$ cat src/rtl/aux_codec_pkg.sv
package aux_codec_pkg;
  typedef enum logic [1:0] {
    ST_OK      = 2'd0,
    ST_INVALID = 2'd1,
    ST_TOOBIG  = 2'd2,
    ST_BADRX   = 2'd3
  } res_status_e;

  typedef enum logic [1:0] {CL_NONE, CL_WRITE, CL_READ} cmd_class_e;

  typedef enum logic [2:0] {
    S_IDLE, S_EVAL, S_TX, S_GO, S_WAIT, S_RD, S_DRAIN, S_DONE
  } fsm_e;

  // Bit 2 is the continuation flag and never changes the class.
  function automatic cmd_class_e classify(input logic [3:0] c);
    case (c & 4'b1011)
      4'h8, 4'h0, 4'h2: classify = CL_WRITE;
      4'h9, 4'h1:       classify = CL_READ;
      default:          classify = CL_NONE;
    endcase
  endfunction
endpackage

$ cat src/rtl/aux_tx_pack.sv
module aux_tx_pack
  import aux_codec_pkg::*;
#(
  parameter int          WORDS    = 5,
  parameter int          MAX_PAY  = 16,
  parameter int          LEN_W    = 5,
  parameter logic [19:0] KEY_ADDR = 20'h68007,
  localparam int BYTES = WORDS * 4,
  localparam int CNT_W = $clog2(BYTES + 1),
  localparam int NW_W  = $clog2(WORDS) + 1
) (
  input  logic [3:0]           cmd,
  input  logic [19:0]          addr,
  input  logic [LEN_W-1:0]     len,
  input  logic [MAX_PAY*8-1:0] wdata,
  output cmd_class_e           cls,
  output logic                 too_big,
  output logic                 key,
  output logic [CNT_W-1:0]     tx_bytes,
  output logic [CNT_W-1:0]     rx_exp,
  output logic [NW_W-1:0]      n_words,
  output logic [31:0]          words [WORDS]
);
  localparam int SLOTS = (MAX_PAY < BYTES - 4) ? MAX_PAY : BYTES - 4;

  logic [7:0] sb [BYTES];
  int tx_i, rx_i, len_i;

  always_comb begin
    len_i = int'(len);
    cls   = classify(cmd);
    key   = ((cmd & 4'b1011) == 4'h8) && (addr == KEY_ADDR);
    if (len_i == 0)          tx_i = 3;
    else if (cls == CL_WRITE) tx_i = 4 + len_i;
    else                      tx_i = 4;
    rx_i    = (cls == CL_WRITE) ? 2 : len_i + 1;
    too_big = (len_i > MAX_PAY) || (tx_i > BYTES) || (rx_i > BYTES);
    for (int i = 0; i < BYTES; i++) sb[i] = 8'h00;
    sb[0] = {cmd, addr[19:16]};
    sb[1] = addr[15:8];
    sb[2] = addr[7:0];
    if (len_i != 0) sb[3] = 8'(len_i - 1);
    if (cls == CL_WRITE)
      for (int j = 0; j < SLOTS; j++)
        if (j < len_i) sb[4+j] = wdata[8*j +: 8];
    for (int i = 0; i < BYTES; i++)
      if (i >= tx_i) sb[i] = 8'h00;
    tx_bytes = CNT_W'(tx_i);
    rx_exp   = CNT_W'(rx_i);
    n_words  = NW_W'((tx_i + 3) / 4);
  end

  for (genvar k = 0; k < WORDS; k++) begin : g_word
    assign words[k] = {sb[4*k], sb[4*k+1], sb[4*k+2], sb[4*k+3]};
  end
endmodule

$ cat src/rtl/aux_rx_unpack.sv
module aux_rx_unpack
  import aux_codec_pkg::*;
#(
  parameter int WORDS   = 5,
  parameter int MAX_PAY = 16,
  parameter int LEN_W   = 5,
  localparam int BYTES = WORDS * 4,
  localparam int CNT_W = $clog2(BYTES + 1)
) (
  input  logic [31:0]          rx_words [WORDS],
  input  logic [CNT_W-1:0]     rcv,
  input  cmd_class_e           cls,
  input  logic [LEN_W-1:0]     len,
  output logic [3:0]           reply,
  output logic [CNT_W-1:0]     count,
  output logic [MAX_PAY*8-1:0] data
);
  localparam int SLOTS = (MAX_PAY < BYTES - 1) ? MAX_PAY : BYTES - 1;

  logic [7:0] rb [BYTES];
  int rcv_i, len_i, cnt_i;

  for (genvar k = 0; k < WORDS; k++) begin : g_w
    for (genvar m = 0; m < 4; m++) begin : g_b
      assign rb[4*k+m] = rx_words[k][31-8*m -: 8];
    end
  end

  always_comb begin
    rcv_i = int'(rcv);
    len_i = int'(len);
    reply = rb[0][7:4];
    data  = '0;
    if (cls == CL_WRITE) begin
      if (rcv_i > 1) cnt_i = (int'(rb[1]) > len_i) ? len_i : int'(rb[1]);
      else           cnt_i = len_i;
    end else begin
      cnt_i = (rcv_i > 0) ? rcv_i - 1 : 0;
      for (int j = 0; j < SLOTS; j++)
        if (j < cnt_i) data[8*j +: 8] = rb[1+j];
    end
    count = CNT_W'(cnt_i);
  end
endmodule

$ cat src/rtl/aux_frame_codec.sv
module aux_frame_codec
  import aux_codec_pkg::*;
#(
  parameter int          WORDS    = 5,
  parameter int          MAX_PAY  = 16,
  parameter int          LEN_W    = 5,
  parameter logic [19:0] KEY_ADDR = 20'h68007,
  localparam int BYTES = WORDS * 4,
  localparam int CNT_W = $clog2(BYTES + 1),
  localparam int IDX_W = $clog2(WORDS),
  localparam int NW_W  = IDX_W + 1
) (
  input  logic                 clk,
  input  logic                 rst,
  input  logic                 req_valid,
  output logic                 req_ready,
  input  logic [3:0]           req_cmd,
  input  logic [19:0]          req_addr,
  input  logic [LEN_W-1:0]     req_len,
  input  logic [MAX_PAY*8-1:0] req_wdata,
  output logic                 wr_en,
  output logic [IDX_W-1:0]     wr_idx,
  output logic [31:0]          wr_data,
  output logic                 xfer_start,
  output logic [CNT_W-1:0]     xfer_tx_bytes,
  output logic                 xfer_key,
  input  logic                 xfer_done,
  input  logic [CNT_W-1:0]     xfer_rx_bytes,
  output logic                 rd_en,
  output logic [IDX_W-1:0]     rd_idx,
  input  logic [31:0]          rd_data,
  output logic                 res_valid,
  output logic [1:0]           res_status,
  output logic [3:0]           res_reply,
  output logic [CNT_W-1:0]     res_count,
  output logic [MAX_PAY*8-1:0] res_data
);
  fsm_e                 state;
  logic [3:0]           cmd_q;
  logic [19:0]          addr_q;
  logic [LEN_W-1:0]     len_q;
  logic [MAX_PAY*8-1:0] wdata_q;
  logic [NW_W-1:0]      k;
  logic [CNT_W-1:0]     rcv_q;
  logic                 rd_en_d;
  logic [IDX_W-1:0]     rd_idx_d;
  logic [31:0]          rx_buf [WORDS];

  cmd_class_e           cls;
  logic                 too_big, key;
  logic [CNT_W-1:0]     tx_bytes, rx_exp, u_count;
  logic [NW_W-1:0]      n_words, n_rd;
  logic [31:0]          words [WORDS];
  logic [3:0]           u_reply;
  logic [MAX_PAY*8-1:0] u_data;
  logic [IDX_W-1:0]     k_idx;

  assign req_ready = (state == S_IDLE);
  assign k_idx     = k[IDX_W-1:0];
  assign n_rd      = NW_W'((int'(rcv_q) + 3) / 4);

  aux_tx_pack #(.WORDS(WORDS), .MAX_PAY(MAX_PAY), .LEN_W(LEN_W), .KEY_ADDR(KEY_ADDR)) u_pack (
    .cmd(cmd_q), .addr(addr_q), .len(len_q), .wdata(wdata_q),
    .cls(cls), .too_big(too_big), .key(key), .tx_bytes(tx_bytes),
    .rx_exp(rx_exp), .n_words(n_words), .words(words)
  );

  aux_rx_unpack #(.WORDS(WORDS), .MAX_PAY(MAX_PAY), .LEN_W(LEN_W)) u_unpack (
    .rx_words(rx_buf), .rcv(rcv_q), .cls(cls), .len(len_q),
    .reply(u_reply), .count(u_count), .data(u_data)
  );

  // Receive word store: no reset, single write port.
  always_ff @(posedge clk) begin
    if (rd_en_d) rx_buf[rd_idx_d] <= rd_data;
  end

  always_ff @(posedge clk) begin
    if (rst) begin
      state <= S_IDLE;
      cmd_q <= '0; addr_q <= '0; len_q <= '0; wdata_q <= '0;
      k <= '0; rcv_q <= '0; rd_en_d <= 1'b0; rd_idx_d <= '0;
      wr_en <= 1'b0; wr_idx <= '0; wr_data <= '0;
      xfer_start <= 1'b0; xfer_tx_bytes <= '0; xfer_key <= 1'b0;
      rd_en <= 1'b0; rd_idx <= '0;
      res_valid <= 1'b0; res_status <= '0; res_reply <= '0;
      res_count <= '0; res_data <= '0;
    end else begin
      wr_en      <= 1'b0;
      xfer_start <= 1'b0;
      rd_en      <= 1'b0;
      res_valid  <= 1'b0;
      rd_en_d    <= rd_en;
      rd_idx_d   <= rd_idx;
      case (state)
        S_IDLE: if (req_valid) begin
          cmd_q <= req_cmd; addr_q <= req_addr;
          len_q <= req_len; wdata_q <= req_wdata;
          state <= S_EVAL;
        end
        S_EVAL: begin
          k <= '0;
          if (cls == CL_NONE || too_big) begin
            res_valid  <= 1'b1;
            res_status <= (cls == CL_NONE) ? ST_INVALID : ST_TOOBIG;
            res_reply  <= '0; res_count <= '0; res_data <= '0;
            state      <= S_IDLE;
          end else begin
            state <= S_TX;
          end
        end
        S_TX: begin
          wr_en   <= 1'b1;
          wr_idx  <= k_idx;
          wr_data <= words[k_idx];
          if (k + 1'b1 == n_words) state <= S_GO;
          else                     k <= k + 1'b1;
        end
        S_GO: begin
          xfer_start    <= 1'b1;
          xfer_tx_bytes <= tx_bytes;
          xfer_key      <= key;
          state         <= S_WAIT;
        end
        S_WAIT: if (xfer_done) begin
          k <= '0;
          if (xfer_rx_bytes == '0 || int'(xfer_rx_bytes) > BYTES) begin
            res_valid  <= 1'b1;
            res_status <= ST_BADRX;
            res_reply  <= '0; res_count <= '0; res_data <= '0;
            state      <= S_IDLE;
          end else begin
            rcv_q <= (xfer_rx_bytes > rx_exp) ? rx_exp : xfer_rx_bytes;
            state <= S_RD;
          end
        end
        S_RD: begin
          rd_en  <= 1'b1;
          rd_idx <= k_idx;
          if (k + 1'b1 == n_rd) state <= S_DRAIN;
          else                  k <= k + 1'b1;
        end
        S_DRAIN: if (!rd_en && !rd_en_d) state <= S_DONE;
        S_DONE: begin
          res_valid  <= 1'b1;
          res_status <= ST_OK;
          res_reply  <= u_reply;
          res_count  <= u_count;
          res_data   <= u_data;
          state      <= S_IDLE;
        end
        default: state <= S_IDLE;
      endcase
    end
  end
endmodule

$ cat config.mk
export PLATFORM = sky130hd
export DESIGN_NAME = aux_frame_codec
export DESIGN_NICKNAME = d
export VERILOG_FILES = /design/src/rtl/aux_codec_pkg.sv /design/src/rtl/aux_tx_pack.sv /design/src/rtl/aux_rx_unpack.sv /design/src/rtl/aux_frame_codec.sv
export SDC_FILE = /design/constraint.sdc
export NUM_CORES = 1
export LEC_CHECK = 0
export ABC_CLOCK_PERIOD_IN_PS = 5000
export BUFFER_PORTS_ARGS = -buffer_cell sky130_fd_sc_hd__buf_2
export CAP_MARGIN = 0
export CORE_ASPECT_RATIO = 1.5
export CORE_MARGIN = 1.5
export CORE_UTILIZATION = 40
export DETAILED_ROUTE_END_ITERATION = 6
export PLACE_DENSITY_LB_ADDON = 0.05
export SYNTH_ARGS = -nofsm -noshare
export SYNTH_HDL_FRONTEND = slang
export SYNTH_SLANG_ARGS = --single-unit
$ cat constraint.sdc
create_clock -name clk -period 5 [get_ports clk]
set_clock_uncertainty 0.15 [all_clocks]
set_input_delay 0 -clock clk [delete_from_list [all_inputs] [get_ports clk]]
set_output_delay 0 -clock clk [all_outputs]
set_load 0.005 [all_outputs]
-- After elaboration in Yosys (flattened, before gate mapping)
Index checks and enable logic that the tools add are counted.
- bitwise gates (word level): 5
- add/subtract/negate cells: 9
- eq/ne operators: 24
- reductions and logical operators: 26
- multiplexer cells: 106
- order comparisons: 63
- operators by type and width (operator ; count):
    $mux 128 ; 5
    $mux 8 ; 53
    $pmux 128 s3 ; 1
    $ge 5x32->1 const A ; 8
    $lt 5x32->1 const A ; 8
    $mux 32 ; 7
    $bwmux 160 ; 1
    $ge 4x32->1 const A ; 4
    $ge 6x32->1 const A ; 4
    $lt 4x32->1 const A ; 4
    $bmux 32 s3 ; 1
    $demux 32 s3 ; 1
    $ge 3x32->1 const A ; 2
    $gt 32x6->1 const B ; 2
    $lt 3x32->1 const A ; 2
    $lt 4x5->1 const A ; 8
    $mux 5 ; 7
    $add 32x3->32 const B ; 1
    $ge 1x32->1 const A ; 1
    $ge 2x32->1 const A ; 1
    $lt 1x32->1 const A ; 1
    $lt 2x32->1 const A ; 1
    $mux 4 ; 6
    $pmux 3 s8 ; 1
    other kinds (51) ; 103
- logic and storage cells: 260
- bits in registers: 520
- input bits: 198

-- Longest topological paths before layout
Gate-level depths: netlist of the first run.
- depth in word-level cells: 13
- depth in mapped cells: 14
- depth with buffers taken out: 11

-- Cells and area by module
A second synthesis of the first run with hierarchy kept.
- cells, all modules: 2272
- area, all modules: 22188.8 um^2
- by module, submodules not included (module ; cells an instance ; times used ; area each (um^2) ; seq. area each (um^2)):
    aux_frame_codec ; 1704 ; 1 ; 18432.7 ; 12011.5
    aux_tx_pack ; 316 ; 1 ; 2210.9 ; 0.0
    aux_rx_unpack ; 252 ; 1 ; 1545.2 ; 0.0

-- Worst setup path after synthesis of the first run
No wires, ideal clock.
- path kind: reg-to-reg
- start point: reg rd_en_d
- end point: reg rx_buf[64] (netlist name) (enable)
- setup time: 0.461 ns
- path slack: 1.795 ns
- path buffers: 0
- cell stages (with the launch flop): 3
- arrival time: 2.594 ns
- cell sequence: dfxtp_1 > nand2_1 > nor3_1
- RTL lines (item ; RTL line ; source):
    from (decl) ; aux_frame_codec.sv:45 ; logic rd_en_d;
    from (signal assigned) ; aux_frame_codec.sv:93 ; rd_en_d <= rd_en;
    to (signal, indexed assignment) ; aux_frame_codec.sv:75 ; if (rd_en_d) rx_buf[rd_idx_d] <= rd_data;
    to (decl) ; aux_frame_codec.sv:47 ; logic [31:0] rx_buf [WORDS];

-- Final worst setup path of the first run
- start point: reg len_q[1]
- end point: reg rcv_q[2]
- word-level cells in the longest chain between the ends: 4
- RTL lines (item ; RTL line ; source):
    from (decl) ; aux_frame_codec.sv:41 ; logic [LEN_W-1:0] len_q;
    from (signal assigned) ; aux_frame_codec.sv:98 ; len_q <= req_len; wdata_q <= req_wdata;
    $add 5x1->6 (*) ; aux_tx_pack.sv:36 ; rx_i = (cls == CL_WRITE) ? 2 : len_i + 1;
    $mux 32 (*) ; aux_tx_pack.sv:36 ;
    $gt 5x5->1 ; aux_frame_codec.sv:133 ; rcv_q <= (xfer_rx_bytes > rx_exp) ? rx_exp : xfer_rx_bytes;
    $mux 5 (*) ; aux_frame_codec.sv:133 ;
    to (signal assigned) ; aux_frame_codec.sv:133 ;
    to (decl) ; aux_frame_codec.sv:44 ; logic [CNT_W-1:0] rcv_q;
Mark *: on every way between the ends. The rest lies on a longest branch, timed or not.
A chain may end at the register's enable or synchronous reset.

==> results of run 1 <==
## repair_timing
item | in CTS | in global routing
buffers inserted | 0 | 0
endpoints found under the setup margin | 0 | 0
endpoints found under the hold margin | 318 | 0
resized for setup | 0 | 0
hold buffers | 265 | 0
## final cells by class
class | instances | area (sq um)
Fill cell | 4348 | 21820
Sequential cell | 492 | 11170
Multi-Input combinational cell | 1247 | 7346
Timing Repair Buffer | 677 | 4801
Clock buffer | 60 | 1316
Tap cell | 600 | 750.7
Clock inverter | 29 | 282.8
Inverter | 23 | 86.33
## final timing paths
| path | startpoint | to | slack [ps] | cells after the start |
|---|---|---|---|---|
| setup / recovery | len_q[1]$_SDFFE_PP0P_ | rcv_q[2]$_SDFFE_PP0P_ | 890 | 12 |
| hold / removal | rd_data[7] | rx_buf[39]$_DFFE_PP_ | 40 | 2 |
| setup reg to reg | len_q[1]$_SDFFE_PP0P_ | rcv_q[2]$_SDFFE_PP0P_ | 890 | 12 |
| hold reg to reg | res_count[2]$_SDFFE_PP0P_ | res_count[2]$_SDFFE_PP0P_ | 300 | 1 |
## state kept, by name (all words and copies together), names as in the netlist, 5 cells and up
name	count
res_data	128
wdata_q	128
wr_data	32
len_q	5
res_count	5
rcv_q	5
xfer_tx_bytes	5
rx_buf	132
addr_q	20
## routing by layer
layer | part of all wire | vias to the layer above | wire length (um) | track usage
met5 | 0 | - | 0 | 0
met4 | 0.042 | 0 | 2698 | 0.1107
met3 | 0.044 | 122 | 2826 | 0.03542
met2 | 0.53 | 507 | 34240 | 0.4801
met1 | 0.38 | 8110 | 24510 | 0.2829
li1 | - | 8073 | - | -
## power breakdown
group,switching [mW],internal (mW),leakage [nW]
clock network,1.58,2.09,0.785
registers,0.146,4.25,4.11
logic,0.750,0.518,5.53
total,2.48,6.86,10.4
## critical path: cells and delay by family, from the launching register on
kind,cells,cell delay [ps]
fa+ha+maj,2,700
simple gates,3,560
buf+inv,2,880
compound gates,5,970
flops,1,800
## cells by family (layout without fill, tap and decap cells)
| logic type | after synthesis | in the layout |
|---|---|---|
| buffers and inverters | 155 | 789 |
| XOR/XNOR | 13 | 13 |
| multiplexers | 11 | 11 |
| flip-flops | 492 | 492 |
| adder cells (fa/ha/maj) | 20 | 20 |
| AND/OR/NAND/NOR | 593 | 593 |
| AO/OA/AOI/OAI | 610 | 610 |
## through the flow
stage / worst slack, ps / instances / instance area (sq um) / util
2_1_floorplan: 1795 / 1894 / 19230 / -
3_3_place_gp: 1297 / 2774 / 21500 / 0.4520
3_5_place_dp: 1240 / 2774 / 21500 / 0.4520
4_1_cts: 938.0 / 3128 / 25750 / 0.5413
5_1_grt: 601.9 / 3128 / 25750 / 0.5413
6_report: 890.1 / 3128 / 25750 / 0.5413
## Yosys cell counts, types with 8 or more instances
| cell type | count | area (sq um) |
|---|---|---|
| o21ai_0 | 67 | 335.3 |
| a21oi_1 | 231 | 1156 |
| a221oi_1 | 13 | 113.9 |
| inv_1 | 23 | 86.33 |
| buf_8 | 11 | 165.2 |
| mux2i_1 | 10 | 100.1 |
| a22o_1 | 140 | 1226 |
| or2_2 | 8 | 50.05 |
| a22oi_1 | 16 | 120.1 |
| a211oi_1 | 15 | 112.6 |
| nor3_1 | 27 | 135.1 |
| clkbuf_1 | 95 | 356.6 |
| a31oi_1 | 15 | 93.84 |
| buf_2 | 14 | 70.07 |
| nand2b_1 | 13 | 81.33 |
| nor2_1 | 72 | 270.3 |
| xnor2_1 | 8 | 70.07 |
| ha_1 | 20 | 250.2 |
| edfxtp_1 | 132 | 3964 |
| a32oi_1 | 22 | 192.7 |
| nor2b_1 | 9 | 56.30 |
| nand3_1 | 33 | 165.2 |
| nand2_1 | 384 | 1441 |
| dfxtp_1 | 360 | 7207 |
==> flow_summary.ini, run 1 <==
[route]
drt-total-wl_um = 64270
drt_pass1_iterations = 5
first_iter_violations = 930
ant_nets = 0
post-route-drc-count = 0
wl_per_cell_um = 20.55
dr_total_vias = 16812
viasPerCell = 5.375

[critical_path]
crit_slowest_cell = dfxtp_1
worstPathCellList = inv_1 -> ha_1 -> nor2_1 -> ha_1 -> nor2b_1 -> o21a_1 -> o21ai_0 -> a21oi_1 -> o22a_1 -> nand2b_1 -> a311oi_1 -> dlygate4sd3_1
cp_common_cell = ha_1
worst-setup-path-type = reg2reg
cp.arrival_ps = 4480
critPathMaxFanout = 19
worstSetupStartpointType = register
required_ps = 5370
worstSetupEndpointType = register
slowest_delay_ps = 800

[grt]
grt_pass1_wl_um = 97630
antenna_found_initial = 0
grt_use_total = 0.2549
grt_pass1_vias = 16739
grt-ovfl-total = 0
grt_max_degree = 138

[synthesis]
ys_types = 84
syn-cell-area_sq_mm = 0.01923
synth.area.mux_share = 0.005790
synth_edf_count = 132
synth_ff_type = dfxtp_1
synthXorXnorAreaFrac = 0.007611
seq_area_frac_synth = 0.5808
synth_cells = 1894
ys_warn_count = 0
synth_top_family_by_area = compound AO/OA/AOI/OAI gates
ys_seq_elements = 492
syn_avg_cell_area_sq_um = 10.15
synth-compound-area-share = 0.2194
synth_fa_ha_area_frac = 0.01301
async_flop_share = 0
synth_nets = 2112
synth_simple_gate_area_share = 0.1337

[floorplanning]
die_x_um = 182.0
start_util = 0.4043
fp.dieArea_sq_mm = 0.04943
num_rows = 98
pin_count = 386
die-height_um = 271.6
core_sq_mm = 0.04758

[layout]
drive_gt1_frac = 0.2128
antenna_cells = 0
mostFrequentLayoutCells = 384 x buf_2, 383 x nand2_1, 360 x dfxtp_1
syn2layout_area_growth_pct = 33.90
fin_nets = 2707
mostFrequentLayoutCell = buf_2

[power]
total_power_mw = 9.336
ir_drop_uv = 248.7
cellPowerDensity_mw_per_mm2 = 362.5
p_leak_nw = 10.43

[hold_path]
min_path_type = in2reg

[sta]
timing.setup.tns_ps = 0
slew_viol_final = 0
hold_viol = 0
period_minus_slack_ps = 4110
rsz0062_at_grt = false
slew_headroom = 0.2379
hold_ws_ps = 35.58
clock.fmax_ghz = 0.2433
finalSetupViolCount = 0
worst_slew_pin_slew_ps = 1140
fin_crit_sh = 0.8220

[cts]
cts_tree = done
insertion_delay_ps = 580
root_buffer = clkbuf_16
ctsHtreeMaxLevel = 2
path_clk_slew_ps = 60
cts.sinks = 492
clockBufferDepth = 3
numCtsBuffers = 48

[status]
outcome = finished, final reports clean

[placed_design]
port_buffers = 385
dp_hpwl_um = 44370
gp_congestion = 0.8932

[flow_run]
timing.max_cap.violations = 0
Power figures use the tool's default switching activity.
==> inputs of run 2 (changes only) <==
ABC_CLOCK_PERIOD_IN_PS = 3900   (was 5000)
clock period = 3.9 ns   (was 5 ns; I/O delays follow)
==> run 2 against run 1 <==
- clock-buffer cell count increased by 8
- cell area decreased by 1.7%
- cell count decreased by 1.6%
- critical path depth unchanged
- die area unchanged
- global-route usage decreased by 0.54 points
- total power increased by 27%
- highest routed layer unchanged
==> flow_summary.ini, run 2 (synthesis gave the netlist of run 1 again) <==
[status]
outcome = finished, final reports clean

[critical_path]
worstSetupEndpointType = register
regToRegSetupSlack_ps = 380
required_ps = 4210
cp.arrival_ps = 3830
worst-setup-path-type = reg2reg
r2r_end = rcv_q[0]$_SDFFE_PP0P_
worstPathCellList = ha_1 -> nand2_1 -> xnor2_1 -> nor2_1 -> inv_1 -> ha_1 -> inv_1 -> a21oi_1 -> o22a_1 -> mux2i_1 -> a211oi_1 -> dlygate4sd3_1
slowest_delay_ps = 620
crit_start = len_q[3]$_SDFFE_PP0P_
rr_startpoint = len_q[3]$_SDFFE_PP0P_
critPathMaxFanout = 11
r2r_cells = 12
crit_slowest_cell = dfxtp_1
worstSetupStartpointType = register
crit_end = rcv_q[0]$_SDFFE_PP0P_

[cts]
clockBufferDepth = 3
root_buffer = clkbuf_16
path_clk_slew_ps = 70
insertion_delay_ps = 570
cts_tree = done
ctsHtreeMaxLevel = 2
cts_resized = 0
cts.sinks = 492
postCtsSetupBuffers = 0
numCtsBuffers = 47

[sta]
finalSetupViolCount = 0
period_minus_slack_ps = 3519
slew_viol_final = 0
timing.setup.tns_ps = 0
fin_crit_sh = 0.9023
hold_viol = 0
setup_ws_ps = 381.2
clock.fmax_ghz = 0.2842
worst_slew_pin_slew_ps = 1146
rsz0062_at_grt = false
slew_headroom = 0.2340

[layout]
antenna_cells = 0
drive_gt1_frac = 0.2219
ff_latch_area_sq_mm = 0.01117
multi_input_area_sq_mm = 0.007346
largest-register = rx_buf
fin_nets = 2663
mostFrequentLayoutCell = buf_2
largest_reg_flops = 132
reg_top3 = rx_buf (132), res_data (128), wdata_q (128)
mostFrequentLayoutCells = 384 x buf_2, 383 x nand2_1, 360 x dfxtp_1
fillers = 4397
syn2layout_area_growth_pct = 31.58

[route]
drt_pass1_iterations = 6
wl_per_cell_um = 20.35
first_iter_violations = 880
viasPerCell = 5.345
dr_total_vias = 16457
post-route-drc-count = 0
ant_nets = 0
drt-total-wl_um = 62650

[grt]
grt_pass1_vias = 16461
grt_pass1_wl_um = 95410
grt_max_degree = 171
grt_use_total = 0.2495
grt-ovfl-total = 0
antenna_found_initial = 0

[power]
p_leak_nw = 10.14
ir_drop_uv = 390.2
netSwitchingFraction = 0.2594
p_sw_mw = 3.075
p_clk_frac = 0.393
p_seq_frac = 0.475
combPwrFrac = 0.132
power.internal_mw = 8.780
cellPowerDensity_mw_per_mm2 = 468.4

[floorplanning]
start_util = 0.4043
pin_count = 386
die-height_um = 271.6
core_sq_mm = 0.04758
fp.dieArea_sq_mm = 0.04943
die_x_um = 182.0
num_rows = 98

[placed_design]
dp_hpwl_um = 44690
place_worst_setup_slack_ps = 555.8
port_buffers = 385
gp_congestion = 0.8874

[hold_path]
min_path_type = in2reg
holdCritStartpoint = rd_data[7]

[flow_run]
timing.max_cap.violations = 0
-- run 2: how the worst min path moves through the flow --
stage                            end  slack (ps)  cells after the start
2_1_floorplan  rx_buf[100]$_DFFE_PP_         -50                      0
3_3_place_gp   rx_buf[101]$_DFFE_PP_          70                      1
3_5_place_dp    rx_buf[37]$_DFFE_PP_          70                      1
4_1_cts        rx_buf[140]$_DFFE_PP_          30                      2
5_1_grt         rx_buf[91]$_DFFE_PP_          40                      2
6_report        rx_buf[71]$_DFFE_PP_          40                      2
-- run 2: timing repair --
| action | 4_1_cts | 5_1_grt |
|---|---|---|
| endpoints found under the hold margin | 315 | 0 |
| setup endpoints to repair | 0 | 0 |
| hold buffers | 204 | 0 |
-- run 2: layer usage --
metal | part of all wire | GRT usage | wire length, um
met1 | 0.38 | 0.2746 | 23680
met2 | 0.54 | 0.4744 | 33670
met3 | 0.042 | 0.03300 | 2621
met4 | 0.043 | 0.1074 | 2689
met5 | 0 | 0 | 0
-- run 2: through the flow --
stage               power (mW)  cells  hold WS, ps    util  instance area (sq um)
floorplan                6.570   1894       -51.13       -                  19230
global placement         7.131   2792        66.89  0.4558                  21690
detailed placement       7.136   2792        70.88  0.4558                  21690
CTS                      11.95   3079        29.43  0.5320                  25310
global route             12.35   3079        39.42  0.5320                  25310
finish                   11.85   3079        42.90  0.5320                  25310
-- run 2: worst max-delay path: cells and delay by family (launching register included) --
| family | cells | cell delay [ps] |
|---|---|---|
| DFF | 1 | 620 |
| buffers and inverters | 3 | 710 |
| muxes | 1 | 220 |
| and+or+nand+nor | 2 | 270 |
| AOI/OAI and AO/OA | 3 | 520 |
| xor gates and xnor gates | 1 | 170 |
| adders and majority gates | 2 | 760 |
-- run 2: area by class of cell --
cell class	count	share of cell area
inverters	23	0.003411
clock buffers	68	0.05567
flip-flops and latches	492	0.4414
well taps	600	0.02966
repair buffers	634	0.1729
clock inverters	15	0.006724
multi-input cells	1247	0.2903
-- run 2: power by group through the flow --
stage	registers [mW]	logic (mW)	clock network (mW)
floorplan	5.65	0.921	0
global placement	5.74	1.39	0
detailed placement	5.74	1.40	0
CTS	5.63	1.57	4.76
global route	5.65	1.73	4.97
finish	5.63	1.57	4.66
==> inputs of run 3 (changes only) <==
SYNTH_HIERARCHICAL = 1   (was default)
==> run 3 against run 2 <==
- total power is 7.6% higher
- sequential share of layout area is 4.4 points lower
- first-iteration DRC count increased by 9.7%
- cell count is 15% higher
- die area is 11% higher
- clock power up 4%
- sequential power increased by 1%
- critical path type unchanged
- critical endpoint is now res_data[60]$_SDFFE_PP0P_
- largest cell class unchanged
==> flow_summary.ini, run 3 <==
[status]
outcome = finished, final reports clean

[power]
cellPowerDensity_mw_per_mm2 = 453.8
ir_drop_uv = 359.8
p_leak_nw = 11.33

[synthesis]
ys_warn_count = 6
synth_nets = 2463
synth_cells = 2244
syn-cell-area_sq_mm = 0.02135
syn_avg_cell_area_sq_um = 9.513

[grt]
grt_max_degree = 141
antenna_found_initial = 0
grt_pass1_wl_um = 109300
grt_use_total = 0.2566
grt_pass1_vias = 19176
grt-ovfl-total = 0

[sta]
setup_ws_ps = 356.4
slew_headroom = 0.2645
slew_viol_final = 0
worst_slew_pin_slew_ps = 1101
hold_viol = 0
rsz0062_at_grt = false
timing.setup.tns_ps = 0
finalSetupViolCount = 0
clock.fmax_ghz = 0.2822
fin_crit_sh = 0.9086
period_minus_slack_ps = 3544
hold_ws_ps = 40.98

[hold_path]
holdCritStartpoint = rd_data[9]
hold-path-endpoint = rx_buf[73]$_DFFE_PP_
min_path_type = in2reg
min_path_cells = 2

[critical_path]
r2r_end = res_data[60]$_SDFFE_PP0P_
critPathMaxFanout = 140
cp.arrival_ps = 3850
rr_startpoint = len_q[3]$_SDFFE_PP0P_
worst-setup-path-type = reg2reg
r2r_cells = 12
regToRegSetupSlack_ps = 360
worstSetupEndpointType = register
worstSetupStartpointType = register
required_ps = 4200

[route]
ant_nets = 0
first_iter_violations = 965
post-route-drc-count = 0
wl_per_cell_um = 20.08
drt-total-wl_um = 70910
drt_pass1_iterations = 5
dr_total_vias = 18844
viasPerCell = 5.335

[cts]
root_buffer = clkbuf_16
insertion_delay_ps = 590
cts_tree = done
clockBufferDepth = 3
cts.sinks = 492
numCtsBuffers = 49
path_clk_slew_ps = 60
ctsHtreeMaxLevel = 2

[floorplanning]
fp.dieArea_sq_mm = 0.05479
start_util = 0.4050
die_x_um = 191.6
die-height_um = 285.9
core_sq_mm = 0.05271
pin_count = 386
num_rows = 103

[placed_design]
dp.cells = 3190
dp_hpwl_um = 48820
gp_congestion = 0.9052
place_worst_setup_slack_ps = 136.9
port_buffers = 385

[layout]
mostFrequentLayoutCell = buf_2
antenna_cells = 0
fillers = 4844
mostFrequentLayoutCells = 384 x buf_2, 369 x nand2_1, 357 x dfxtp_1
multi_input_area_sq_mm = 0.009447
largest-register = rx_buf
drive_gt1_frac = 0.2102
largest_reg_flops = 132
ff_latch_area_sq_mm = 0.01117
syn2layout_area_growth_pct = 31.61
fin_cells = 3532
fin_nets = 3029
reg_top3 = rx_buf (132), res_data (128), wdata_q (128)

[flow_run]
timing.max_cap.violations = 0
run 3: cell type report:
class,instances,share of cell area
Sequential cell,492,0.3977
Multi-Input combinational cell,1562,0.3362
Timing Repair Buffer,680,0.1734
Clock buffer,71,0.05201
Tap cell,682,0.03037
Clock inverter,20,0.006947
Inverter,25,0.003340
run 3: layer usage:
| metal | routed length (um) | share of wire | GRT usage | vias to the layer above |
|---|---|---|---|---|
| met5 | 0 | 0 | 0 | - |
| met4 | 2722 | 0.038 | 0.1012 | 0 |
| met3 | 3343 | 0.047 | 0.03546 | 135 |
| met2 | 37700 | 0.53 | 0.4832 | 595 |
| met1 | 27150 | 0.38 | 0.2866 | 9101 |
| li1 | - | - | - | 9013 |
run 3: worst max path at each step:
stage	slack (ps)	endpoint	from	cells past startpoint
finish	360	res_data[60]$_SDFFE_PP0P_	len_q[3]$_SDFFE_PP0P_	12
global route	170	res_data[92]$_SDFFE_PP0P_	len_q[3]$_SDFFE_PP0P_	12
CTS	130	wr_data[30]$_SDFFE_PP0P_	len_q[3]$_SDFFE_PP0P_	8
detailed placement	140	wr_data[30]$_SDFFE_PP0P_	len_q[3]$_SDFFE_PP0P_	8
global placement	280	wr_data[30]$_SDFFE_PP0P_	len_q[3]$_SDFFE_PP0P_	8
floorplan	700	rx_buf[64]$_DFFE_PP_	rd_en_d$_SDFF_PP0_	2
run 3: worst max-delay path: stages, from the launching register on:
cell and delay (ps):
dfxtp_2 460, inv_1 180, ha_1 300, a21bo_2 260, mux2i_4 190, mux2_2 370, o211ai_1 230, o21bai_1 140
nor2_1 190, a311oi_4 70, clkbuf_16 370, a22oi_1 290, nor2_1 60
run 3: repair_timing:
item	CTS	global route
setup endpoints to repair	0	41
endpoints found under the hold margin	357	0
buffers inserted	0	0
hold buffers	251	0
resized for setup	0	4
run 3: through the flow:
| step | instance area, sq um | util | total power, mW |
|---|---|---|---|
| floorplan | 21350 | - | 7.009 |
| global placement | 23910 | 0.4536 | 7.747 |
| detailed placement | 23910 | 0.4536 | 7.771 |
| CTS | 28080 | 0.5327 | 12.86 |
| global route | 28100 | 0.5331 | 13.32 |
| finish | 28100 | 0.5331 | 12.75 |
run 3: report_power, final:
| group | switching (mW) | internal (mW) | leakage, nW |
|---|---|---|---|
| Combinational | 1.31 | 0.895 | 6.39 |
| Sequential | 0.205 | 5.49 | 4.11 |
| Clock | 2.04 | 2.81 | 0.822 |
